<file path="src/rtl/eep_pkg.sv">
// Package: shared encodings for the three-wire serial EEPROM model.
// Assumes: two-bit operation code followed by a word address, MSB first.
package eep_pkg;

    // Operation code carried right after the start bit
    typedef enum logic [1:0] {
        OPC_SPECIAL = 2'b00,
        OPC_WRITE   = 2'b01,
        OPC_READ    = 2'b10,
        OPC_ERASE   = 2'b11
    } opc_e;

    // Sub-command in the top two address bits when the operation code is 00
    typedef enum logic [1:0] {
        SUB_LOCK    = 2'b00,
        SUB_FILLALL = 2'b01,
        SUB_WIPEALL = 2'b10,
        SUB_UNLOCK  = 2'b11
    } sub_e;

    // Kind of work handed to the programming engine
    typedef enum logic [1:0] {
        PG_WORD_WR = 2'b00,
        PG_WORD_ER = 2'b01,
        PG_ALL_WR  = 2'b10,
        PG_ALL_ER  = 2'b11
    } pg_op_e;

    // Serial front-end state
    typedef enum logic [2:0] {
        FS_WAIT_START,
        FS_HEADER,
        FS_DATA,
        FS_READOUT,
        FS_STATUS,
        FS_DRAIN
    } fe_state_e;

endpackage

</file>
<file path="src/rtl/eep_pin_sample.sv">
// Module: eep_pin_sample
// Registers the three bus inputs once and derives rising-edge strobes.
// Assumes: the bus changes slowly relative to clk (several clk per shift bit),
// so a single sampling stage and a one-cycle edge strobe are enough.
module eep_pin_sample (
    input  logic clk,
    input  logic rst_n,
    input  logic cs,
    input  logic sk,
    input  logic di,
    output logic cs_lvl,
    output logic cs_rise,
    output logic sk_rise,
    output logic di_lvl
);

    logic cs_prev;
    logic sk_lvl;
    logic sk_prev;

    // Sample the pins and keep the previous sample for edge detection
    always_ff @(posedge clk) begin
        if (!rst_n) begin
            cs_lvl  <= 1'b0;
            cs_prev <= 1'b0;
            sk_lvl  <= 1'b0;
            sk_prev <= 1'b0;
            di_lvl  <= 1'b0;
        end else begin
            cs_lvl  <= cs;
            cs_prev <= cs_lvl;
            sk_lvl  <= sk;
            sk_prev <= sk_lvl;
            di_lvl  <= di;
        end
    end

    // Edge strobes last one clock
    assign cs_rise = cs_lvl & ~cs_prev;
    assign sk_rise = sk_lvl & ~sk_prev;

endmodule

</file>
<file path="src/rtl/eep_prog_engine.sv">
// Module: eep_prog_engine
// Holds the word array and performs self-timed programming.
// Assumes: a start request is only issued while not busy; the array update
// is committed at the end of the cycle of PROG_CYCLES clocks.
module eep_prog_engine
    import eep_pkg::*;
#(
    parameter int ADDR_W      = 6,
    parameter int DATA_W      = 16,
    parameter int PROG_CYCLES = 2000
) (
    input  logic              clk,
    input  logic              rst_n,
    input  logic              pg_start,
    input  pg_op_e            pg_op,
    input  logic [ADDR_W-1:0] pg_addr,
    input  logic [DATA_W-1:0] pg_data,
    input  logic [ADDR_W-1:0] rd_addr,
    output logic [DATA_W-1:0] rd_word,
    output logic              busy
);

    localparam int DEPTH = 1 << ADDR_W;
    localparam int TMR_W = $clog2(PROG_CYCLES + 1);
    localparam logic [TMR_W-1:0] TMR_LAST = TMR_W'(PROG_CYCLES - 1);
    localparam logic [DATA_W-1:0] ALL_ONES = {DATA_W{1'b1}};

    logic [DATA_W-1:0] mem [DEPTH];
    logic [TMR_W-1:0]  tmr;
    pg_op_e            op_q;
    logic [ADDR_W-1:0] addr_q;
    logic [DATA_W-1:0] data_q;
    logic              commit;

    assign commit  = busy && (tmr == TMR_LAST);
    assign rd_word = mem[rd_addr];

    // Latch the request and run the programming timer
    always_ff @(posedge clk) begin
        if (!rst_n) begin
            busy   <= 1'b0;
            tmr    <= '0;
            op_q   <= PG_WORD_WR;
            addr_q <= '0;
            data_q <= '0;
        end else if (busy) begin
            if (commit) begin
                busy <= 1'b0;
                tmr  <= '0;
            end else begin
                tmr <= tmr + 1'b1;
            end
        end else if (pg_start) begin
            busy   <= 1'b1;
            tmr    <= '0;
            op_q   <= pg_op;
            addr_q <= pg_addr;
            data_q <= pg_data;
        end
    end

    // Update the addressed word or every word when the cycle completes
    always_ff @(posedge clk) begin
        if (!rst_n) begin
            for (int w = 0; w < DEPTH; w++) begin
                mem[w] <= ALL_ONES;
            end
        end else if (commit) begin
            for (int w = 0; w < DEPTH; w++) begin
                unique case (op_q)
                    PG_WORD_WR: if (addr_q == ADDR_W'(w)) mem[w] <= data_q;
                    PG_WORD_ER: if (addr_q == ADDR_W'(w)) mem[w] <= ALL_ONES;
                    PG_ALL_WR:  mem[w] <= data_q;
                    PG_ALL_ER:  mem[w] <= ALL_ONES;
                endcase
            end
        end
    end

    // the timer never passes the programmed length
    a_r8_timer_bound: assert property (@(posedge clk) disable iff (!rst_n)
        busy |-> (tmr <= TMR_LAST));

    // the cycle ends only after the full count
    a_r8_full_span: assert property (@(posedge clk) disable iff (!rst_n)
        $fell(busy) |-> ($past(tmr) == TMR_LAST));

    // a finished word erase leaves the word all ones
    a_r9_word_erased: assert property (@(posedge clk) disable iff (!rst_n)
        ($fell(busy) && op_q == PG_WORD_ER) |-> (mem[addr_q] == ALL_ONES));

    // a finished word write leaves the latched pattern in place
    a_r8_word_written: assert property (@(posedge clk) disable iff (!rst_n)
        ($fell(busy) && op_q == PG_WORD_WR) |-> (mem[addr_q] == data_q));

endmodule

</file>
<file path="src/rtl/eep_cmd_frontend.sv">
// Module: eep_cmd_frontend
// Shifts in instructions, decodes them, keeps the programming enable
// latch and drives the serial output (read data or ready/busy).
// Assumes: strobes from eep_pin_sample; one bit per sk_rise.
module eep_cmd_frontend
    import eep_pkg::*;
#(
    parameter int ADDR_W = 6,
    parameter int DATA_W = 16
) (
    input  logic              clk,
    input  logic              rst_n,
    input  logic              cs_lvl,
    input  logic              cs_rise,
    input  logic              sk_rise,
    input  logic              di_lvl,
    input  logic              busy,
    input  logic [DATA_W-1:0] rd_word,
    output logic [ADDR_W-1:0] rd_addr,
    output logic              pg_start,
    output pg_op_e            pg_op,
    output logic [ADDR_W-1:0] pg_addr,
    output logic [DATA_W-1:0] pg_data,
    output logic              dout,
    output logic              dout_oe
);

    localparam int HDR_W = 2 + ADDR_W;
    localparam int CNT_W = $clog2(HDR_W + DATA_W);
    localparam logic [CNT_W-1:0] HDR_LAST  = CNT_W'(HDR_W - 1);
    localparam logic [CNT_W-1:0] DATA_LAST = CNT_W'(DATA_W - 1);

    fe_state_e         st;
    logic [CNT_W-1:0]  cnt;
    logic [HDR_W-2:0]  hdr_q;
    logic [HDR_W-1:0]  hdr_full;
    logic [DATA_W-2:0] data_q;
    logic [DATA_W-1:0] data_full;
    logic [DATA_W-1:0] rd_sh;
    logic              wen;
    opc_e              opc;
    sub_e              sub;
    logic [ADDR_W-1:0] adr;
    logic              hdr_done;

    // Header and data words including the bit arriving now
    assign hdr_full  = {hdr_q, di_lvl};
    assign data_full = {data_q, di_lvl};
    assign opc       = opc_e'(hdr_full[HDR_W-1 -: 2]);
    assign adr       = hdr_full[ADDR_W-1:0];
    assign sub       = sub_e'(adr[ADDR_W-1 -: 2]);
    assign rd_addr   = adr;
    assign hdr_done  = (st == FS_HEADER) && sk_rise && (cnt == HDR_LAST);

    // Serial protocol state machine, enable latch and output driver
    always_ff @(posedge clk) begin
        if (!rst_n) begin
            st       <= FS_WAIT_START;
            cnt      <= '0;
            hdr_q    <= '0;
            data_q   <= '0;
            rd_sh    <= '0;
            wen      <= 1'b0;
            pg_start <= 1'b0;
            pg_op    <= PG_WORD_WR;
            pg_addr  <= '0;
            pg_data  <= '0;
            dout     <= 1'b0;
            dout_oe  <= 1'b0;
        end else begin
            pg_start <= 1'b0;
            if (!cs_lvl) begin
                st      <= FS_WAIT_START;
                cnt     <= '0;
                dout    <= 1'b0;
                dout_oe <= 1'b0;
            end else if (cs_rise) begin
                cnt <= '0;
                if (busy) begin
                    st      <= FS_STATUS;
                    dout    <= 1'b0;
                    dout_oe <= 1'b1;
                end else begin
                    st <= FS_WAIT_START;
                end
            end else begin
                unique case (st)
                    FS_WAIT_START: begin
                        if (sk_rise && di_lvl) begin
                            st  <= FS_HEADER;
                            cnt <= '0;
                        end
                    end
                    FS_HEADER: begin
                        if (sk_rise) begin
                            hdr_q <= hdr_full[HDR_W-2:0];
                            if (cnt != HDR_LAST) begin
                                cnt <= cnt + 1'b1;
                            end else begin
                                cnt     <= '0;
                                pg_addr <= adr;
                                st      <= FS_DRAIN;
                                unique case (opc)
                                    OPC_READ: begin
                                        rd_sh   <= rd_word;
                                        dout    <= 1'b0;
                                        dout_oe <= 1'b1;
                                        st      <= FS_READOUT;
                                    end
                                    OPC_WRITE: begin
                                        pg_op <= PG_WORD_WR;
                                        st    <= FS_DATA;
                                    end
                                    OPC_ERASE: begin
                                        pg_op    <= PG_WORD_ER;
                                        pg_start <= wen && !busy;
                                    end
                                    OPC_SPECIAL: begin
                                        unique case (sub)
                                            SUB_UNLOCK: wen <= 1'b1;
                                            SUB_LOCK:   wen <= 1'b0;
                                            SUB_WIPEALL: begin
                                                pg_op    <= PG_ALL_ER;
                                                pg_start <= wen && !busy;
                                            end
                                            SUB_FILLALL: begin
                                                pg_op <= PG_ALL_WR;
                                                st    <= FS_DATA;
                                            end
                                        endcase
                                    end
                                endcase
                            end
                        end
                    end
                    FS_DATA: begin
                        if (sk_rise) begin
                            data_q <= data_full[DATA_W-2:0];
                            if (cnt != DATA_LAST) begin
                                cnt <= cnt + 1'b1;
                            end else begin
                                cnt      <= '0;
                                pg_data  <= data_full;
                                pg_start <= wen && !busy;
                                st       <= FS_DRAIN;
                            end
                        end
                    end
                    FS_READOUT: begin
                        if (sk_rise) begin
                            dout  <= rd_sh[DATA_W-1];
                            rd_sh <= {rd_sh[DATA_W-2:0], 1'b0};
                        end
                    end
                    FS_STATUS: begin
                        dout <= !busy;
                    end
                    FS_DRAIN: begin
                    end
                    default: st <= FS_WAIT_START;
                endcase
            end
        end
    end

    // the output is released once chip select is seen low
    a_r2_release: assert property (@(posedge clk) disable iff (!rst_n)
        !cs_lvl |=> !dout_oe);

    // no programming request leaves while the enable latch was clear
    a_r6_locked: assert property (@(posedge clk) disable iff (!rst_n)
        pg_start |-> $past(wen));

    // the engine is never asked to start while busy
    a_r12_no_overlap: assert property (@(posedge clk) disable iff (!rst_n)
        pg_start |-> !busy);

    // a decoded read drives the leading zero at once
    a_r4_dummy_zero: assert property (@(posedge clk) disable iff (!rst_n)
        (cs_lvl && !cs_rise && hdr_done && opc == OPC_READ) |=> (dout_oe && !dout));

    // a status session shows ready once the engine is idle
    a_r11_ready: assert property (@(posedge clk) disable iff (!rst_n)
        (st == FS_STATUS && cs_lvl && !busy) |=> (dout && dout_oe));

endmodule

</file>
<file path="src/rtl/eep_serial_mem.sv">
// Module: eep_serial_mem (top)
// Three-wire serial EEPROM model: pin sampling, command front end and
// programming engine with register-held word array.
// Assumes: clk runs several times faster than sk; supply always valid.
module eep_serial_mem
    import eep_pkg::*;
#(
    parameter int ADDR_W      = 6,
    parameter int DATA_W      = 16,
    parameter int PROG_CYCLES = 2000
) (
    input  logic clk,
    input  logic rst_n,
    input  logic cs,
    input  logic sk,
    input  logic di,
    output logic dout,
    output logic dout_oe
);

    logic              cs_lvl;
    logic              cs_rise;
    logic              sk_rise;
    logic              di_lvl;
    logic              busy;
    logic [DATA_W-1:0] rd_word;
    logic [ADDR_W-1:0] rd_addr;
    logic              pg_start;
    pg_op_e            pg_op;
    logic [ADDR_W-1:0] pg_addr;
    logic [DATA_W-1:0] pg_data;

    eep_pin_sample u_pins (
        .clk     (clk),
        .rst_n   (rst_n),
        .cs      (cs),
        .sk      (sk),
        .di      (di),
        .cs_lvl  (cs_lvl),
        .cs_rise (cs_rise),
        .sk_rise (sk_rise),
        .di_lvl  (di_lvl)
    );

    eep_cmd_frontend #(
        .ADDR_W (ADDR_W),
        .DATA_W (DATA_W)
    ) u_front (
        .clk      (clk),
        .rst_n    (rst_n),
        .cs_lvl   (cs_lvl),
        .cs_rise  (cs_rise),
        .sk_rise  (sk_rise),
        .di_lvl   (di_lvl),
        .busy     (busy),
        .rd_word  (rd_word),
        .rd_addr  (rd_addr),
        .pg_start (pg_start),
        .pg_op    (pg_op),
        .pg_addr  (pg_addr),
        .pg_data  (pg_data),
        .dout     (dout),
        .dout_oe  (dout_oe)
    );

    eep_prog_engine #(
        .ADDR_W      (ADDR_W),
        .DATA_W      (DATA_W),
        .PROG_CYCLES (PROG_CYCLES)
    ) u_engine (
        .clk      (clk),
        .rst_n    (rst_n),
        .pg_start (pg_start),
        .pg_op    (pg_op),
        .pg_addr  (pg_addr),
        .pg_data  (pg_data),
        .rd_addr  (rd_addr),
        .rd_word  (rd_word),
        .busy     (busy)
    );

    // nothing is driven out during reset recovery
    a_r1_quiet_after_reset: assert property (@(posedge clk)
        !rst_n |=> !dout_oe);

endmodule

</file>
<file path="config.mk">
export PLATFORM = sky130hd
export DESIGN_NAME = eep_serial_mem
export DESIGN_NICKNAME = d
export VERILOG_FILES = /design/src/rtl/eep_pkg.sv /design/src/rtl/eep_pin_sample.sv /design/src/rtl/eep_prog_engine.sv /design/src/rtl/eep_cmd_frontend.sv /design/src/rtl/eep_serial_mem.sv
export SDC_FILE = /design/constraint.sdc
export NUM_CORES = 2
export LEC_CHECK = 0
export ABC_AREA = 0
export BUFFER_PORTS_ARGS = -buffer_cell sky130_fd_sc_hd__buf_2
export CORE_MARGIN = 10
export CORE_UTILIZATION = 39
export CTS_CLUSTER_SIZE = 14
export DETAILED_ROUTE_END_ITERATION = 7
export PLACE_DENSITY_LB_ADDON = 0.05
export SLEW_MARGIN = 20
export SYNTH_ARGS = -nofsm -noshare
export SYNTH_HDL_FRONTEND = slang
export SYNTH_SLANG_ARGS = --single-unit
</file>
<file path="constraint.sdc">
create_clock -name clk -period 4.8 [get_ports clk]
set_input_delay 0.24 -clock clk [delete_from_list [all_inputs] [get_ports clk]]
set_output_delay 0.24 -clock clk [all_outputs]
set_load 0.05 [all_outputs]
</file>
==> out/qor.txt <==
status - complete, no violations
Crit path arrival time - 4440 ps
clock transition at the registers of the reported paths - 60 ps
internal power contribution - 16.7 mW
area of all placed cells without fillers - 56200 sq um
Inserted Clock Buffers - 130
startpoint types - flip-flop
RSZ-0062 raised after global routing - no
sequential fraction of design power - 0.518
total congestion overflow after global routing - 0
number of antenna repair diodes - 0
post-detailed-placement cell area - 52100 sq um
post-route fraction of the period consumed by the critical path - 0.799
clock latency at the later pin of the worst-skew pair - 780 ps
worst slack, placed - 939 ps
Crit Path Class - flip-flop to flip-flop
TritonCTS clock tree - built
maximum buffer depth of the clock tree - 3
vertical extent of the die - 377 um
floorplan die area - 142000 sq um
post-CTS setup buffers - 0
fin util - 0.442
root buffer selected by CTS - clkbuf_16
number of vias per cell after detailed routing - 5.71
final number of hold-violating endpoints - 0
kind of end point of the critical path - flip-flop
switching power as a share of total power - 0.221
number of max-slew violations in the final report - 0
largest net degree at the start of global routing - 81
port buffer count - 6
stage delay of the slowest cell on the critical path - 720 ps
top area cells in the synthesized netlist - edfxtp_1, nand2_1, mux4_2
most common cell in the netlist - nand2_1
count of state elements after synthesis - 1139
Leakage - 16.9 nW
half-perimeter wire length after placement - 103 mm
Final Power - 21.4 mW
net count after synthesis - 3855
total via count in the routed design - 31900
number of DRC markers after the initial detailed-route iteration - 3506
worst min-delay path category - input port to flip-flop
final critical-path setup slack - 966 ps
die width - 377 um
Critical-path top delay cell - nor2_1
Cell Count Post-Placement - 5339
iteration count of the initial detailed-routing pass - 6
worst-path fanout max - 18
Core Box Area - 127000 sq um
clock period minus final worst setup slack - 3830 ps
max_slew headroom - 0.187
routed len/inst - 29.5 um
list of most frequent post-synthesis cells - nand2_1, edfxtp_1, mux2i_1, clkbuf_1, mux4_2
count of mapped cells out of synthesis - 3838
clk sinks - 1139
worst hold slack - 376 ps
Switch Pwr - 4.74 mW
non-filler cells in the finished layout - 5579
cells along the critical path - nand4_1 -> nor4_4 -> buf_4 -> nand3b_1 -> buf_4 -> nor2_1 -> nand2_1 -> nand2_1
power share of the clock group - 0.444
Final setup viols - 0
sequential fraction of the synthesis area - 0.663
Mapped Avg Cell Area - 13.0 sq um
worst voltage drop across the vdd grid - 391 uV
Power Dens Cells - 382 nW/um^2
share of final-layout standard cells stronger than drive strength 1 - 0.160
number of maximum-capacitance violations - 0
number of ports placed on the die boundary - 7
number of H-tree branching levels - 4
Post-Synthesis Cell Area - 49800 sq um
most area-hungry cell type in the Yosys netlist - edfxtp_1
library cells used by synthesis - 60
number of enable flip-flop cells after synthesis - 1024
layout net count - 3833
Worst Tran Pin Value - 1220 ps
RD Place Congestion - 0.820
family with the most delay on the worst path - simple AND/OR/NAND/NOR gates
DRC Markers - 0
highest achievable clock rate - 261 MHz
setup TNS - 0 ps
flip-flop cell with the highest count after synthesis - edfxtp_1
Final Skew - 32.5 ps
overall routed net length - 164 mm
required time reported for the critical path endpoint - 5400 ps
All-Layer GR Usage - 0.230
Synth warnings - 0
combinational group share of total power - 0.038
area overhead of the layout relative to synthesis - 12.8%
number of nets with antenna violations after detailed routing - 0
global-route wire length before repair - 236 mm
vias in the first global route - 31800
FP Rows - 131
antenna violations before repair - 7
proportion of synthesized flip-flops having asynchronous set or reset - 0
Starting Density - 0.392
Buf/Inv on CP - 2
top cell type's share of synthesized area - 0.617
-- sequential cells by signal (all words and copies together), names as in the netlist, 5 cells and up --
register	cells
u_engine.mem	1024
u_engine.data_q	16
u_front.pg_data	16
u_front.rd_sh	16
u_front.data_q	15
u_engine.tmr	11
u_front.hdr_q	7
u_engine.addr_q	6
u_front.pg_addr	6
u_front.cnt	5
-- worst reg2reg max path, cell delays in order, from the launching register on --
cell      delay, ps
dfxtp_1         560
nand4_1         210
nor4_4          600
buf_4           290
nand3b_1         90
buf_4           220
nor2_1          730
nand2_1         720
nand2_1         260
-- area by class of cell --
class,instances,area [sq um]
repair buffers,177,1530
well taps,1662,2080
inverters,15,56.3
multi-input cells,2353,15500
flip-flops and latches,1139,33100
clock inverters,64,453
fillers,11500,71000
clock buffers,169,3560
-- logic make-up (layout without fill, tap and decap cells) --
group           after synthesis  count (layout)  synth area share
compound gates              454             454            0.0585
buf+inv                     346             425            0.0313
flops                      1139            1139             0.663
mux                         436             436             0.129
xor+xnor                      2               2          0.000352
simple gates               1449            1449             0.115
fa+ha+maj                    12              12           0.00301
-- layout by cell type (no fill, tap or decap), types with 10 or more instances in the layout --
master     instances
mux2i_1          254
a22oi_1          111
buf_12            11
o21ai_0           36
ha_1              12
edfxtp_1        1024
inv_6             10
nand2_1         1225
o221ai_1          16
o21ai_1           55
dfxtp_1          112
a31oi_1           12
nor2_1            74
o21ai_2           35
nor3_1            15
nor2_2            19
nor2_4            17
nand2b_1          10
buf_4            151
nor2b_1           14
mux2_2            21
clkbuf_16        136
a2111oi_0         10
clkinv_2          20
clkinv_1          25
clkbuf_1          30
mux4_2           161
inv_1             14
nand3_1           29
a21oi_1          131
-- path summary, 6_finish.rpt --
kind / startpoint / to / slack, ps / cells after the start
max: u_engine.busy / u_engine.mem[40][15] / 970 / 8
min: sk / u_pins.sk_lvl / 380 / 3
max reg2reg: u_engine.busy / u_engine.mem[40][15] / 970 / 8
min reg2reg: u_front.pg_data[2] / u_front.pg_data[2] / 450 / 2
-- power by group through the flow --
stage	Combinational (mW)	Clock [mW]	Sequential, mW
detailed placement	0.822	0	11.3
finish	0.811	9.52	11.1
CTS	0.828	9.71	11.1
global route	0.873	10.1	11.1
global placement	0.802	0	11.3
floorplan	0.474	0	11.3
-- layer usage --
layer,vias to the layer above,share of wire,global-route usage
met3,260,0.068,0.0400
met5,-,0.00035,0
met1,16500,0.43,0.319
met2,1237,0.47,0.364
met4,4,0.032,0.0757
li1,13900,-,-
-- what timing repair did --
item	4_1_cts	5_1_grt
hold endpoints to repair	4	0
resized for setup	0	0
hold buffers	6	0
No activity file was read; power rests on OpenSTA's default activity.
